## config.mk

```make
export PLATFORM = sky130hd
export DESIGN_NAME = lz_eeprom_ctrl
export DESIGN_NICKNAME = d
export VERILOG_FILES = /design/src/rtl/lz_pkg.sv /design/src/rtl/lz_phase_gen.sv /design/src/rtl/lz_tx_encode.sv /design/src/rtl/lz_eeprom_ctrl.sv
export SDC_FILE = /design/constraint.sdc
export NUM_CORES = 1
export LEC_CHECK = 0
export ABC_AREA = 1
export BUFFER_PORTS_ARGS = -buffer_cell sky130_fd_sc_hd__clkbuf_2
export CORE_MARGIN = 1.5
export CORE_UTILIZATION = 60
export CTS_BUF_LIST = sky130_fd_sc_hd__clkbuf_8
export CTS_CLUSTER_DIAMETER = 60
export DETAILED_ROUTE_END_ITERATION = 10
export GPL_ROUTABILITY_DRIVEN = 0
export PLACE_DENSITY_LB_ADDON = 0.05
export SETUP_SLACK_MARGIN = 0.02
export SLEW_MARGIN = 0
export SYNTH_ARGS = -nofsm -noshare
export SYNTH_HDL_FRONTEND = slang
export SYNTH_HIERARCHICAL = 1
export SYNTH_SLANG_ARGS = --single-unit
export TNS_END_PERCENT = 1
```

## constraint.sdc

```tcl
create_clock -name clk -period 2 [get_ports clk]
set_input_delay 0.1 -clock clk [delete_from_list [all_inputs] [get_ports clk]]
set_output_delay 0.1 -clock clk [all_outputs]
set_load 0.1 [all_outputs]
```

## src/rtl/lz_pkg.sv

```systemverilog
package lz_pkg;
  typedef enum logic [2:0] {ST_IDLE, ST_START, ST_BIT, ST_RSTART, ST_STOP} lz_state_t;
  typedef enum logic [2:0] {B_CW, B_AH, B_AL, B_WD, B_CR, B_RD} lz_slot_t;
  localparam logic [3:0] DEV_FAMILY = 4'b1010;
endpackage

```

## src/rtl/lz_phase_gen.sv

```systemverilog
module lz_phase_gen #(
  parameter int QTR_CYC = 4
) (
  input  logic clk,
  input  logic rst,
  input  logic run,
  output logic tick
);
  localparam int CW = (QTR_CYC > 1) ? $clog2(QTR_CYC) : 1;
  localparam logic [CW-1:0] LAST = CW'(QTR_CYC - 1);

  logic [CW-1:0] cnt;

  always_ff @(posedge clk) begin
    if (rst || !run) begin
      cnt  <= '0;
      tick <= 1'b0;
    end else if (cnt == LAST) begin
      cnt  <= '0;
      tick <= 1'b1;
    end else begin
      cnt  <= cnt + 1'b1;
      tick <= 1'b0;
    end
  end
endmodule

```

## src/rtl/lz_tx_encode.sv

```systemverilog
module lz_tx_encode
  import lz_pkg::*;
#(
  parameter int AW = 13,
  parameter logic [2:0] STRAP = 3'b111
) (
  input  lz_slot_t        sel,
  input  logic [AW-1:0]   addr,
  input  logic [7:0]      wdata,
  output logic [7:0]      wire_byte
);
  localparam int PAD = 16 - AW;

  logic [15:0] maddr;

  // unused upper address bits are sent as ones
  generate
    if (PAD > 0) begin : g_pad
      assign maddr = {{PAD{1'b1}}, addr};
    end else begin : g_full
      assign maddr = addr[15:0];
    end
  endgenerate

  always_comb begin
    case (sel)
      B_CW:    wire_byte = {DEV_FAMILY, STRAP, 1'b0};
      B_CR:    wire_byte = {DEV_FAMILY, STRAP, 1'b1};
      B_AH:    wire_byte = maddr[15:8];
      B_AL:    wire_byte = maddr[7:0];
      B_WD:    wire_byte = ~wdata;
      default: wire_byte = 8'hFF;
    endcase
  end
endmodule

```

## src/rtl/lz_eeprom_ctrl.sv

```systemverilog
module lz_eeprom_ctrl
  import lz_pkg::*;
#(
  parameter int QTR_CYC = 4,
  parameter int AW = 13,
  parameter logic [2:0] STRAP = 3'b111
) (
  input  logic          clk,
  input  logic          rst,
  input  logic          req,
  input  logic          rd_nwr,
  input  logic [AW-1:0] addr,
  input  logic [7:0]    wdata,
  output logic          busy,
  output logic          done,
  output logic [7:0]    rdata,
  output logic          err,
  output logic          scl_oe,
  output logic          sda_oe,
  input  logic          sda_i
);
  localparam logic [3:0] ACK_BIT = 4'd8;

  lz_state_t     state;
  lz_slot_t      slot, slot_nx, enc_sel;
  logic [1:0]    step;
  logic [3:0]    bitn;
  logic [7:0]    sh, rx, enc_byte;
  logic          ack_bad, nack_q, rw_q, tick;
  logic [AW-1:0] addr_q;
  logic [7:0]    wdata_q;
  logic          bit_phase;

  assign bit_phase = (state == ST_BIT);

  lz_phase_gen #(.QTR_CYC(QTR_CYC)) u_phase (
    .clk(clk), .rst(rst), .run(busy), .tick(tick)
  );

  always_comb begin
    case (slot)
      B_CW:    slot_nx = B_AH;
      B_AH:    slot_nx = B_AL;
      B_AL:    slot_nx = rw_q ? B_CR : B_WD;
      B_CR:    slot_nx = B_RD;
      default: slot_nx = slot;
    endcase
  end

  assign enc_sel = (state == ST_BIT) ? slot_nx : slot;

  lz_tx_encode #(.AW(AW), .STRAP(STRAP)) u_enc (
    .sel(enc_sel), .addr(addr_q), .wdata(wdata_q), .wire_byte(enc_byte)
  );

  always_ff @(posedge clk) begin
    if (rst) begin
      state   <= ST_IDLE;
      slot    <= B_CW;
      step    <= 2'd0;
      bitn    <= 4'd0;
      sh      <= 8'hFF;
      rx      <= 8'h00;
      ack_bad <= 1'b0;
      nack_q  <= 1'b0;
      rw_q    <= 1'b0;
      addr_q  <= '0;
      wdata_q <= 8'h00;
      busy    <= 1'b0;
      done    <= 1'b0;
      rdata   <= 8'h00;
      err     <= 1'b0;
      scl_oe  <= 1'b0;
      sda_oe  <= 1'b0;
    end else begin
      done <= 1'b0;
      case (state)
        ST_IDLE: begin
          scl_oe <= 1'b0;
          sda_oe <= 1'b0;
          if (req) begin
            busy    <= 1'b1;
            err     <= 1'b0;
            nack_q  <= 1'b0;
            rw_q    <= rd_nwr;
            addr_q  <= addr;
            wdata_q <= wdata;
            slot    <= B_CW;
            step    <= 2'd0;
            state   <= ST_START;
          end
        end
        ST_START: if (tick) begin
          case (step)
            2'd0: begin scl_oe <= 1'b0; sda_oe <= 1'b0; step <= 2'd1; end
            2'd1: begin sda_oe <= 1'b1; step <= 2'd2; end
            default: begin
              scl_oe <= 1'b1;
              sh     <= enc_byte;
              bitn   <= 4'd0;
              step   <= 2'd0;
              state  <= ST_BIT;
            end
          endcase
        end
        ST_BIT: if (tick) begin
          case (step)
            2'd0: begin
              if (bitn != ACK_BIT && slot != B_RD) sda_oe <= ~sh[7];
              else                                 sda_oe <= 1'b0;
              step <= 2'd1;
            end
            2'd1: begin scl_oe <= 1'b0; step <= 2'd2; end
            2'd2: begin
              if (bitn == ACK_BIT) ack_bad <= sda_i;
              else begin
                rx <= {rx[6:0], sda_i};
                sh <= {sh[6:0], 1'b1};
              end
              step <= 2'd3;
            end
            default: begin
              scl_oe <= 1'b1;
              step   <= 2'd0;
              if (bitn != ACK_BIT) begin
                bitn <= bitn + 4'd1;
              end else begin
                bitn <= 4'd0;
                if (slot == B_RD) begin
                  rdata <= ~rx;
                  state <= ST_STOP;
                end else if (ack_bad) begin
                  nack_q <= 1'b1;
                  state  <= ST_STOP;
                end else if (slot == B_WD) begin
                  state <= ST_STOP;
                end else begin
                  slot <= slot_nx;
                  sh   <= enc_byte;
                  if (slot_nx == B_CR) state <= ST_RSTART;
                end
              end
            end
          endcase
        end
        ST_RSTART: if (tick) begin
          case (step)
            2'd0: begin sda_oe <= 1'b0; step <= 2'd1; end
            2'd1: begin scl_oe <= 1'b0; step <= 2'd2; end
            2'd2: begin sda_oe <= 1'b1; step <= 2'd3; end
            default: begin
              scl_oe <= 1'b1;
              sh     <= enc_byte;
              bitn   <= 4'd0;
              step   <= 2'd0;
              state  <= ST_BIT;
            end
          endcase
        end
        ST_STOP: if (tick) begin
          case (step)
            2'd0: begin sda_oe <= 1'b1; step <= 2'd1; end
            2'd1: begin scl_oe <= 1'b0; step <= 2'd2; end
            2'd2: begin sda_oe <= 1'b0; step <= 2'd3; end
            default: begin
              step  <= 2'd0;
              busy  <= 1'b0;
              done  <= 1'b1;
              err   <= nack_q;
              state <= ST_IDLE;
            end
          endcase
        end
        default: state <= ST_IDLE;
      endcase
    end
  end
endmodule

```

==> impl_results.md, run 1 <==
* Crit-path cells: inv_4 > nand2_2 > nor2_4 > o211ai_1 > a21oi_1 > o21bai_4 > buf_4 > nand3_2 > nor2_1 > nor2_1 > nand2_1 > nand2_1 > nand3_1 > nand3_1
* Failing checks: setup timing
* Die width at 81.4 um
* First-pass GRT wire length at ~15000 um
* TritonCTS Buffers at 9
* Mapped Area at between 3000 and 4000 um^2
* Die Y at about 81 um
* Clock skew at between 0.01 and 0.015 ns
* Net Count, Synth at just under 600
* Post-Syn Area per Cell at 6.77 um^2
* Number of synthesized flops with an enable pin at 0
* Number of H-tree levels at 3
* Drt via density at between 5 and 6
* Final setup viols at 1
* Fin. Hold Viols at 0
* WL/cell at between 10 and 15 um
* Static Leak at 1.98 nW
* Final ANT Viol Nets at 0
* Via count at around 3700
* Critical Path Start Type: register
* Main synth FF type: dfxtp_1
* Critical path required time at between 2 and 2.5 ns
* Num ports at 39
* Ant. Diodes at 0
* CP endpoint kind: register
* Met3 Track Usage GR at roughly 6.4%
* First DRT Iteration DRCs at between 300 and 400
* Pre-antenna DRT Iters at 8
* Synth top area share at between 30% and 40%
* Share of cells above drive strength 1 at about a fifth
* Layout area overhead at 18.5%
* RSZ-0062 raised after global routing: yes
* Fin nets at 631
* Total grt overflow at 0
* Crit Path Class: reg -> reg
* Tcrit/Tclk final at 101%
* Max FO, Critical Path at 5
* Post-synthesis sequential area ratio at roughly 37%
* Hold_ws at between 0.005 and 0.006 ns
* Largest net degree at the start of global routing at 38
* Leading post-synthesis cells by cell area: dfxtp_1 37%, nand2_1 14%, nand3_1 10%
* Clk Latency, worst-skew pair at approximately 0.35 ns
* Post-synth ARST share at 0%
* Routed WL at between 9000 and 10000 um
* Max incr delay on CP at between 0.3 and 0.4 ns
* HPWL after DPL at roughly 6300 um
* Min-Delay Path Class: in -> reg
* Final min period at a little over 2 ns
* Global-route met2 utilization at approximately 44%
* Clk sink count at slightly below 70
* Grt met1 use at between 30% and 40%
* Place WS at -0.0436 ns
* Max_cap viols at 0
* Flops & latches, synth at 68
* Core area at 5920 um^2
* Number of global-route vias before repair at around 3300
* Cell count after synthesis at about 540
* Number of buffers added on ports at 38
* Yosys warnings at 6
* Worst slew margin at between 40% and 50%
* Full die area at approximately 6600 um^2
* Outcome: finished, violations left
* Initial antenna violation count at 0
* Longest Clk Path Bufs at 2
* Slew @ Worst Pin at slightly below 0.8 ns
* TritonCTS clock tree: done
* Cell taking the most area after synthesis: dfxtp_1
* Worst EP arrival at ~2.2 ns
* Root Buffer: clkbuf_8
* Num rows at 28
* Fmax at between 400 and 500 MHz
* VDD IR-drop max at between 0.7 and 0.8 mV
* Util after Layout at approximately three quarters
* Fin worst setup slack at -0.0197 ns
* Gr usage total at 28.6%
* PD cells at about 1300 nW/um^2
* Clk slew on worst S/H paths at 0.07 ns
* Pwr Total at between 5 and 6 mW
* Setup TNS at -0.0197 ns
* GR peak layer: met2
* Slowest library cell on the worst path: dfxtp_4
* Pins over their slew limit at 0
* Initial Util at between 60% and 70%
* Cell variety after synth at 35
* # DRC at 0
==> routing by layer <==
metal	vias to the layer above	wire, um
met5	-	0
met3	18	574
li1	1874	-
met2	134	4260
met1	1687	4110
met4	0	186
==> Yosys cell counts (2+ instances only) <==
| cell type | instances |
|---|---|
| o21bai_1 | 2 |
| inv_1 | 44 |
| inv_2 | 6 |
| buf_2 | 7 |
| o21ai_0 | 20 |
| nor2_8 | 2 |
| nand3_1 | 74 |
| buf_4 | 3 |
| nor2_1 | 54 |
| a31oi_1 | 2 |
| buf_6 | 3 |
| nand2_1 | 140 |
| a21oi_1 | 48 |
| nand2_4 | 3 |
| nor2_2 | 7 |
| dfxtp_1 | 68 |
| nor2_4 | 4 |
| nand2_2 | 8 |
| clkbuf_1 | 9 |
| nand3_2 | 7 |
| ha_1 | 8 |
| nand3b_1 | 4 |
| nand4_1 | 8 |
| or2_2 | 2 |
==> registers in the layout (all words and copies together), names as in the netlist, 2 cells and up <==
| name | cells |
|---|---|
| step | 2 |
| slot | 3 |
| bitn | 4 |
| sh | 8 |
| wdata_q | 8 |
| state | 3 |
| addr_q | 13 |
| u_phase/cnt | 2 |
| rdata | 8 |
| rx | 8 |
==> cells by family (layout without fill, tap and decap cells) <==
logic type               Yosys count  after routing  share of synthesized area [%]
AND/OR/NAND/NOR                  317            317                           40.7
AO/OA/AOI/OAI                     76             76                           10.7
buffers and inverters             74            132                           8.73
flip-flops                        68             68                           37.0
adder cells (fa/ha/maj)            8              8                           2.72
XOR/XNOR                           1              1                          0.238
==> layout make-up <==
type	count	area, um^2
multi-input combinational	402	2050
fill	492	1550
sequential	68	1370
timing repair buffer	65	423
inverter	51	194
clock buffer	9	124
clock inverter	7	115
tap	75	93.8
==> power breakdown <==
| part | internal [mW] | switching, mW |
|---|---|---|
| clock network | 0.823 | 0.534 |
| registers | 1.58 | 0.158 |
| logic | 0.851 | 1.60 |
| total | 3.25 | 2.29 |
==> worst max-delay path: cells and delay by family (launching register included) <==
family	cells	cell delay, ns
flops	1	0.36
compound gates	3	0.49
simple gates	9	0.80
buf+inv	2	0.24
==> path summary, 6_finish.rpt <==
check                   end  slack (ns)  cells past startpoint      startpoint
max                   sh[7]       -0.02                     14        state[0]
min              wdata_q[0]       0.005                      3        wdata[0]
max reg2reg           sh[7]       -0.02                     14        state[0]
min reg2reg  u_phase/cnt[0]        0.42                      1  u_phase/cnt[0]
==> cell usage in the layout (no fill, tap or decap), drive strengths merged, types with 8 or more instances in the layout <==
master	count
nand2	151
nand3	81
dfxtp	68
nor2	67
inv	50
a21oi	48
clkbuf	47
buf	23
o21ai	21
nand4	8
ha	8
==> repair_timing <==
action                                  4_1_cts  5_1_grt
pin swaps                                     0       15
hold buffers                                  4        0
setup buffers                                 0        9
gates resized for setup                       1       19
endpoints found under the setup margin        7       15
endpoints found under the hold margin         4        0
==> through the flow <==
step           instances  area [um^2]
2_1_floorplan        544         3680
4_1_cts              668         4230
3_5_place_dp         648         3940
3_3_place_gp         648         3940
5_1_grt              677         4370
6_report             677         4370
Power figures use the tool's default switching activity.
==> run 2: changes to the inputs <==
--- a/config.mk
+++ b/config.mk
@@ -15,6 +15,7 @@
 export GPL_ROUTABILITY_DRIVEN = 0
 export PLACE_DENSITY_LB_ADDON = 0.05
 export SETUP_SLACK_MARGIN = 0.02
+export SKIP_LAST_GASP = 1
 export SLEW_MARGIN = 0
 export SYNTH_ARGS = -nofsm -noshare
 export SYNTH_HDL_FRONTEND = slang
==> impl_results.md, run 2 (synthesis gave the netlist of run 1 again) <==
* Outcome: finished, violations left (unchanged)
* Failing checks: setup timing (unchanged)
* Core area at 5920 um^2 (unchanged)
* Via count at 3709 (was 3713)
* PD cells at 1270 nW/um^2 (about the same)
* Layout area overhead at 18.3% (was 18.5%)
* Slew @ Worst Pin at 0.753 ns (was 0.772 ns)
* Max incr delay on CP at 0.36 ns (about the same)
* Crit Path Class: reg -> reg (unchanged)
* Max FFs per register at 13 (unchanged)
* Initial antenna violation count at 0 (unchanged)
* Area after DPL at 3940 um^2 (unchanged)
* Fillers at 489 (was 492)
* FF/Latch Area at 1370 um^2 (unchanged)
* Number of global-route vias before repair at 3257 (unchanged)
* Slowest library cell on the worst path: dfxtp_4 (unchanged)
* Die width at 81.4 um (unchanged)
* Worst EP arrival at 2.22 ns (was 2.23 ns)
* WP buf/inv at 2 (unchanged)
* Static Leak at 1.98 nW (about the same)
* Full die area at 6620 um^2 (unchanged)
* Most frequent cells in the layout: 139 x nand2_1, 70 x nand3_1, 65 x dfxtp_1, 53 x nor2_1, 48 x a21oi_1 (unchanged)
* Die Y at 81.4 um (unchanged)
* Fin nets at 631 (unchanged)
* Critical Path Start Type: register (unchanged)
* Worst slew margin at 49.5% (was 48.2%)
* Final setup viols at 1 (unchanged)
* Clk sink count at 68 (unchanged)
* # DRC at 0 (unchanged)
* Clk Latency, worst-skew pair at 0.35 ns (about the same)
* Routed WL at 9210 um (was 9140 um)
* Most common cell after layout, fill and taps aside: nand2_1 (unchanged)
* Num rows at 28 (unchanged)
* VDD IR-drop max at 0.711 mV (was 0.705 mV)
* Num ports at 39 (unchanged)
* Pins over their slew limit at 0 (unchanged)
* Max FO, Critical Path at 5 (unchanged)
* Share of cells above drive strength 1 at 20.9% (unchanged)
* First-pass GRT wire length at 14600 um (unchanged)
* Tcrit/Tclk final at 101% (about the same)
* Min-Delay Path Class: in -> reg (unchanged)
* Final ANT Viol Nets at 0 (unchanged)
* Critical path required time at 2.21 ns (about the same)
* Area of the multi-input gates at 2040 um^2 (was 2050 um^2)
* Final min period at 2.01 ns (was 2.02 ns)
* Clk slew on worst S/H paths at 0.07 ns (about the same)
* Number of buffers added on ports at 38 (unchanged)
* Largest net degree at the start of global routing at 38 (unchanged)
* Drt via density at 5.48 (about the same)
* Number of H-tree levels at 3 (unchanged)
* First DRT Iteration DRCs at 360 (was 341)
* TritonCTS Buffers at 9 (unchanged)
* Max_cap viols at 0 (unchanged)
* Util after Layout at 73.6% (was 73.8%)
* Pwr Total at 5.55 mW (was 5.54 mW)
* Clock skew at 0.0122 ns (was 0.0113 ns)
* CP endpoint kind: register (unchanged)
* Ant. Diodes at 0 (unchanged)
* WL/cell at 13.6 um (was 13.5 um)
* Crit-path cells: inv_4 > nand2_2 > nor2_4 > o211ai_1 > a21oi_1 > o21bai_4 > buf_4 > nand3_2 > nor2_1 > nor2_1 > nand2_1 > nand2_1 > nand3_1 > nand3_1 (unchanged)
* Cell family with most CP delay: simple AND/OR/NAND/NOR gates (unchanged)
* Fin worst setup slack at -0.0120 ns (was -0.0197 ns)
* Longest Clk Path Bufs at 2 (unchanged)
* Root Buffer: clkbuf_8 (unchanged)
* Initial Util at 62.2% (unchanged)
* Total grt overflow at 0 (unchanged)
* Fmax at 497 MHz (was 495 MHz)
* Fin. Hold Viols at 0 (unchanged)
* TritonCTS clock tree: done (unchanged)
* HPWL after DPL at 6290 um (unchanged)
* Pre-antenna DRT Iters at 6 (was 8)
* Gr usage total at 28.6% (unchanged)
* Most flop-heavy register: addr_q (unchanged)
* RSZ-0062 raised after global routing: yes (unchanged)
* Final Cell Area at 4360 um^2 (was 4370 um^2)
* Place WS at -0.0436 ns (unchanged)
run 2: worst paths after layout:
| path | start | depth (start not counted) | to | slack, ns |
|---|---|---|---|---|
| min | addr[6] | 3 | addr_q[6] | 0.008 |
| min reg2reg | u_phase/cnt[0] | 1 | u_phase/cnt[0] | 0.42 |
| max reg2reg | state[0] | 14 | sh[7] | -0.01 |
| max | state[0] | 14 | sh[7] | -0.01 |
run 2: report_power, final:
part | switching (mW) | total [mW] | internal [mW]
Clock | 0.534 | 1.36 | 0.823
Combinational | 1.60 | 2.45 | 0.846
Sequential | 0.158 | 1.74 | 1.58
Total | 2.30 | 5.55 | 3.25
run 2: repair_timing:
action | in CTS | in global routing
hold buffers | 4 | 0
resized for setup | 1 | 18
pin swaps | 0 | 10
buffers inserted | 0 | 9
setup endpoints to repair | 7 | 15
hold endpoints to repair | 4 | 0
run 2: stage by stage:
stage	TNS [ns]	std cells	hold slack, ns
after floorplan	0	544	0.239
after global placement	0	648	0.355
after detailed placement	-0.0573	648	0.362
after CTS	0	668	0.00137
after global routing	-0.603	677	0.0103
final	-0.0120	677	0.00820
run 2: area by class of cell:
type                       instances  area share, %
sequential                        68           31.4
inverter                          51           4.45
tap                               75           2.15
timing repair buffer              65           9.70
clock inverter                     7           2.64
clock buffer                       9           2.84
multi-input combinational        402           46.8
run 2: layer usage:
layer / vias up / GRT usage [%] / part of all wire, %
met5: - / 0 / 0
met4: 0 / 10.9 / 2.0
met3: 18 / 6.40 / 6.7
met2: 137 / 44.2 / 46
met1: 1687 / 38.5 / 45
li1: 1867 / - / -
run 2: tightest hold or removal path, stage by stage:
cell,delay [ns]
clkbuf_2,0.08
nand3_1,0.07
a21oi_1,0.06
==> run 3: changes to the inputs <==
==> constraint.sdc (replaced) <==
create_clock -name clk -period 2.25 [get_ports clk]
set_input_delay 0.1125 -clock clk [delete_from_list [all_inputs] [get_ports clk]]
set_output_delay 0.1125 -clock clk [all_outputs]
set_load 0.1 [all_outputs]
==> impl_results.md, run 3 (synthesis gave the netlist of run 1 again) <==
* Outcome: complete, no violations (was finished, violations left)
* Final min period at 2.04 ns (was 2.01 ns)
* Drt via density at 5.47 (was 5.48)
* Crit-path cells: nand2_2 > nor2_4 > o211ai_1 > a21oi_1 > o21bai_1 > buf_4 > nand2_2 > nor2_4 > nand2_1 > nand3_1 > nand2_1 > nand2_1 > nand3_1 > nand3_1 (was inv_4 > nand2_2 > nor2_4 > o211ai_1 > a21oi_1 > o21bai_4 > buf_4 > nand3_2 > nor2_1 > nor2_1 > nand2_1 > nand2_1 > nand3_1 > nand3_1)
* Pins over their slew limit at 0 (unchanged)
* Clk Latency, worst-skew pair at 0.35 ns (about the same)
* M1 WL at 4210 um (was 4120 um)
* Clk sink count at 68 (unchanged)
* RSZ-0062 raised after global routing: no (was yes)
* VDD IR-drop max at 0.580 mV (was 0.711 mV)
* Largest net degree at the start of global routing at 38 (unchanged)
* Min-Delay Path Class: in -> reg (unchanged)
* HPWL after DPL at 6130 um (was 6290 um)
* Area after DPL at 3920 um^2 (was 3940 um^2)
* Max_cap viols at 0 (unchanged)
* Finished Layout Cells at 662 (was 677)
* Max FO, Critical Path at 10 (was 5)
* CP endpoint kind: register (unchanged)
* Max Used Layer: met4 (unchanged)
* Slowest library cell on the worst path: dfxtp_1 (was dfxtp_4)
* Final ANT Viol Nets at 0 (unchanged)
* Die width at 81.4 um (unchanged)
* Most frequent cells in the layout: 140 x nand2_1, 74 x nand3_1, 67 x dfxtp_1, 54 x nor2_1, 48 x a21oi_1 (was 139 x nand2_1, 70 x nand3_1, 65 x dfxtp_1, 53 x nor2_1, 48 x a21oi_1)
* Met3 WL at 520 um (was 618 um)
* Clk slew on worst S/H paths at 0.08 ns (was 0.07 ns)
* Critical Path Start Type: register (unchanged)
* Crit Path Class: reg -> reg (unchanged)
* Fin nets at 616 (was 631)
* Max FFs per register at 13 (unchanged)
* Place WS at 0.0406 ns (was -0.0436 ns)
* WP buf/inv at 1 (was 2)
* Num ports at 39 (unchanged)
* First-pass GRT wire length at 14300 um (was 14600 um)
* TritonCTS clock tree: done (unchanged)
* Clock skew at 0.0124 ns (was 0.0122 ns)
* Fmax at 491 MHz (was 497 MHz)
* First DRT Iteration DRCs at 244 (was 360)
* Longest Clk Path Bufs at 2 (unchanged)
* Ant. Diodes at 0 (unchanged)
* Via count at 3620 (was 3709)
* Max incr delay on CP at 0.45 ns (was 0.36 ns)
* Worst slew margin at 47.1% (was 49.5%)
* Root Buffer: clkbuf_8 (unchanged)
* Layout area overhead at 12.9% (was 18.3%)
* Core area at 5920 um^2 (unchanged)
* TritonCTS Buffers at 9 (unchanged)
* Setup TNS at 0 ns (was -0.0120 ns)
* Number of buffers added on ports at 38 (unchanged)
* Pre-antenna DRT Iters at 6 (unchanged)
* Hold_ws at 0.00692 ns (was 0.00820 ns)
* Total grt overflow at 0 (unchanged)
* Most common cell after layout, fill and taps aside: nand2_1 (unchanged)
* Initial antenna violation count at 0 (unchanged)
* Cell family with most CP delay: simple AND/OR/NAND/NOR gates (unchanged)
* Met2 Wirelength at 3780 um (was 4280 um)
* Placed cells at 645 (was 648)
* Fin. Hold Viols at 0 (unchanged)
* Num rows at 28 (unchanged)
* PD cells at 1110 nW/um^2 (was 1270 nW/um^2)
* Slew @ Worst Pin at 0.788 ns (was 0.753 ns)
* Fin worst setup slack at 0.213 ns (was -0.0120 ns)
* Routed WL at 8690 um (was 9210 um)
* Worst EP arrival at 2.30 ns (was 2.22 ns)
* Final setup viols at 0 (was 1)
* Initial Util at 62.2% (unchanged)
* Static Leak at 1.88 nW (was 1.98 nW)
* Number of global-route vias before repair at 3121 (was 3257)
* Tcrit/Tclk final at 90.5% (was 101%)
* WL/cell at 13.1 um (was 13.6 um)
* Gr usage total at 28.1% (was 28.6%)
* Most flop-heavy register: addr_q (unchanged)
* # DRC at 0 (unchanged)
* Share of cells above drive strength 1 at 18.1% (was 20.9%)
* Full die area at 6620 um^2 (unchanged)
* Fillers at 528 (was 489)
* Number of H-tree levels at 3 (unchanged)
* Final Cell Area at 4160 um^2 (was 4360 um^2)
* Critical path required time at 2.51 ns (was 2.21 ns)
* Die Y at 81.4 um (unchanged)
==> run 3: changes by cell type in the layout (fill, tap and decap cells not counted), sizes merged <==
cell         before  now
dlygate4sd3       4    1
buf              23   11
clkinvlp          2    1
bufinv            3    2
inv              50   52
==> run 3: timing repair <==
item                                   CTS  global route
pin swaps                                0             0
resized for setup                        1             2
endpoints found under the hold margin    1             0
buffers inserted                         0             0
gates cloned                             0             0
hold buffers                             1             0
setup endpoints to repair                1             8
==> run 3: final timing paths <==
check	slack [ns]	endpoint	depth (start not counted)	startpoint
min reg2reg	0.43	u_phase/cnt[0]	1	u_phase/cnt[0]
max reg2reg	0.21	sh[3]	14	state[1]
max	0.21	sh[3]	14	state[1]
min	0.007	addr_q[2]	3	addr[2]
==> run 3: cell type report <==
| type | count | area [um^2] | area share [%] |
|---|---|---|---|
| clock buffers | 9 | 124 | 2.98 |
| clock inverters | 7 | 98.8 | 2.38 |
| inverters | 51 | 191 | 4.60 |
| multi-input cells | 402 | 2000 | 48.2 |
| flip-flops and latches | 68 | 1360 | 32.8 |
| well taps | 75 | 93.8 | 2.26 |
| repair buffers | 50 | 283 | 6.80 |
==> run 3: worst reg2reg max path, delay by kind of cell, from the launching register on <==
kind            cells  cell delay [ns]
simple gates       10             0.89
flops               1             0.45
compound gates      3             0.41
buf+inv             1             0.20
==> run 3: layer usage <==
metal / track usage [%] / vias up
met3: 5.28 / 21
met1: 40.2 / 1640
li1: - / 1839
met5: 0 / -
met4: 9.66 / 0
met2: 41.9 / 120
==> run 3: report_power, final <==
part,total [mW],internal (mW),switching (mW)
Sequential,1.55,1.40,0.147
Combinational,1.92,0.600,1.32
Clock,1.13,0.631,0.498
==> run 3: metrics by stage <==
stage / utilization, % / power, mW
final: 70.2 / 4.60
after global routing: 70.2 / 4.91
after CTS: 70.1 / 4.58
after detailed placement: 66.2 / 3.45
after global placement: 66.2 / 3.42
after floorplan: - / 3.09
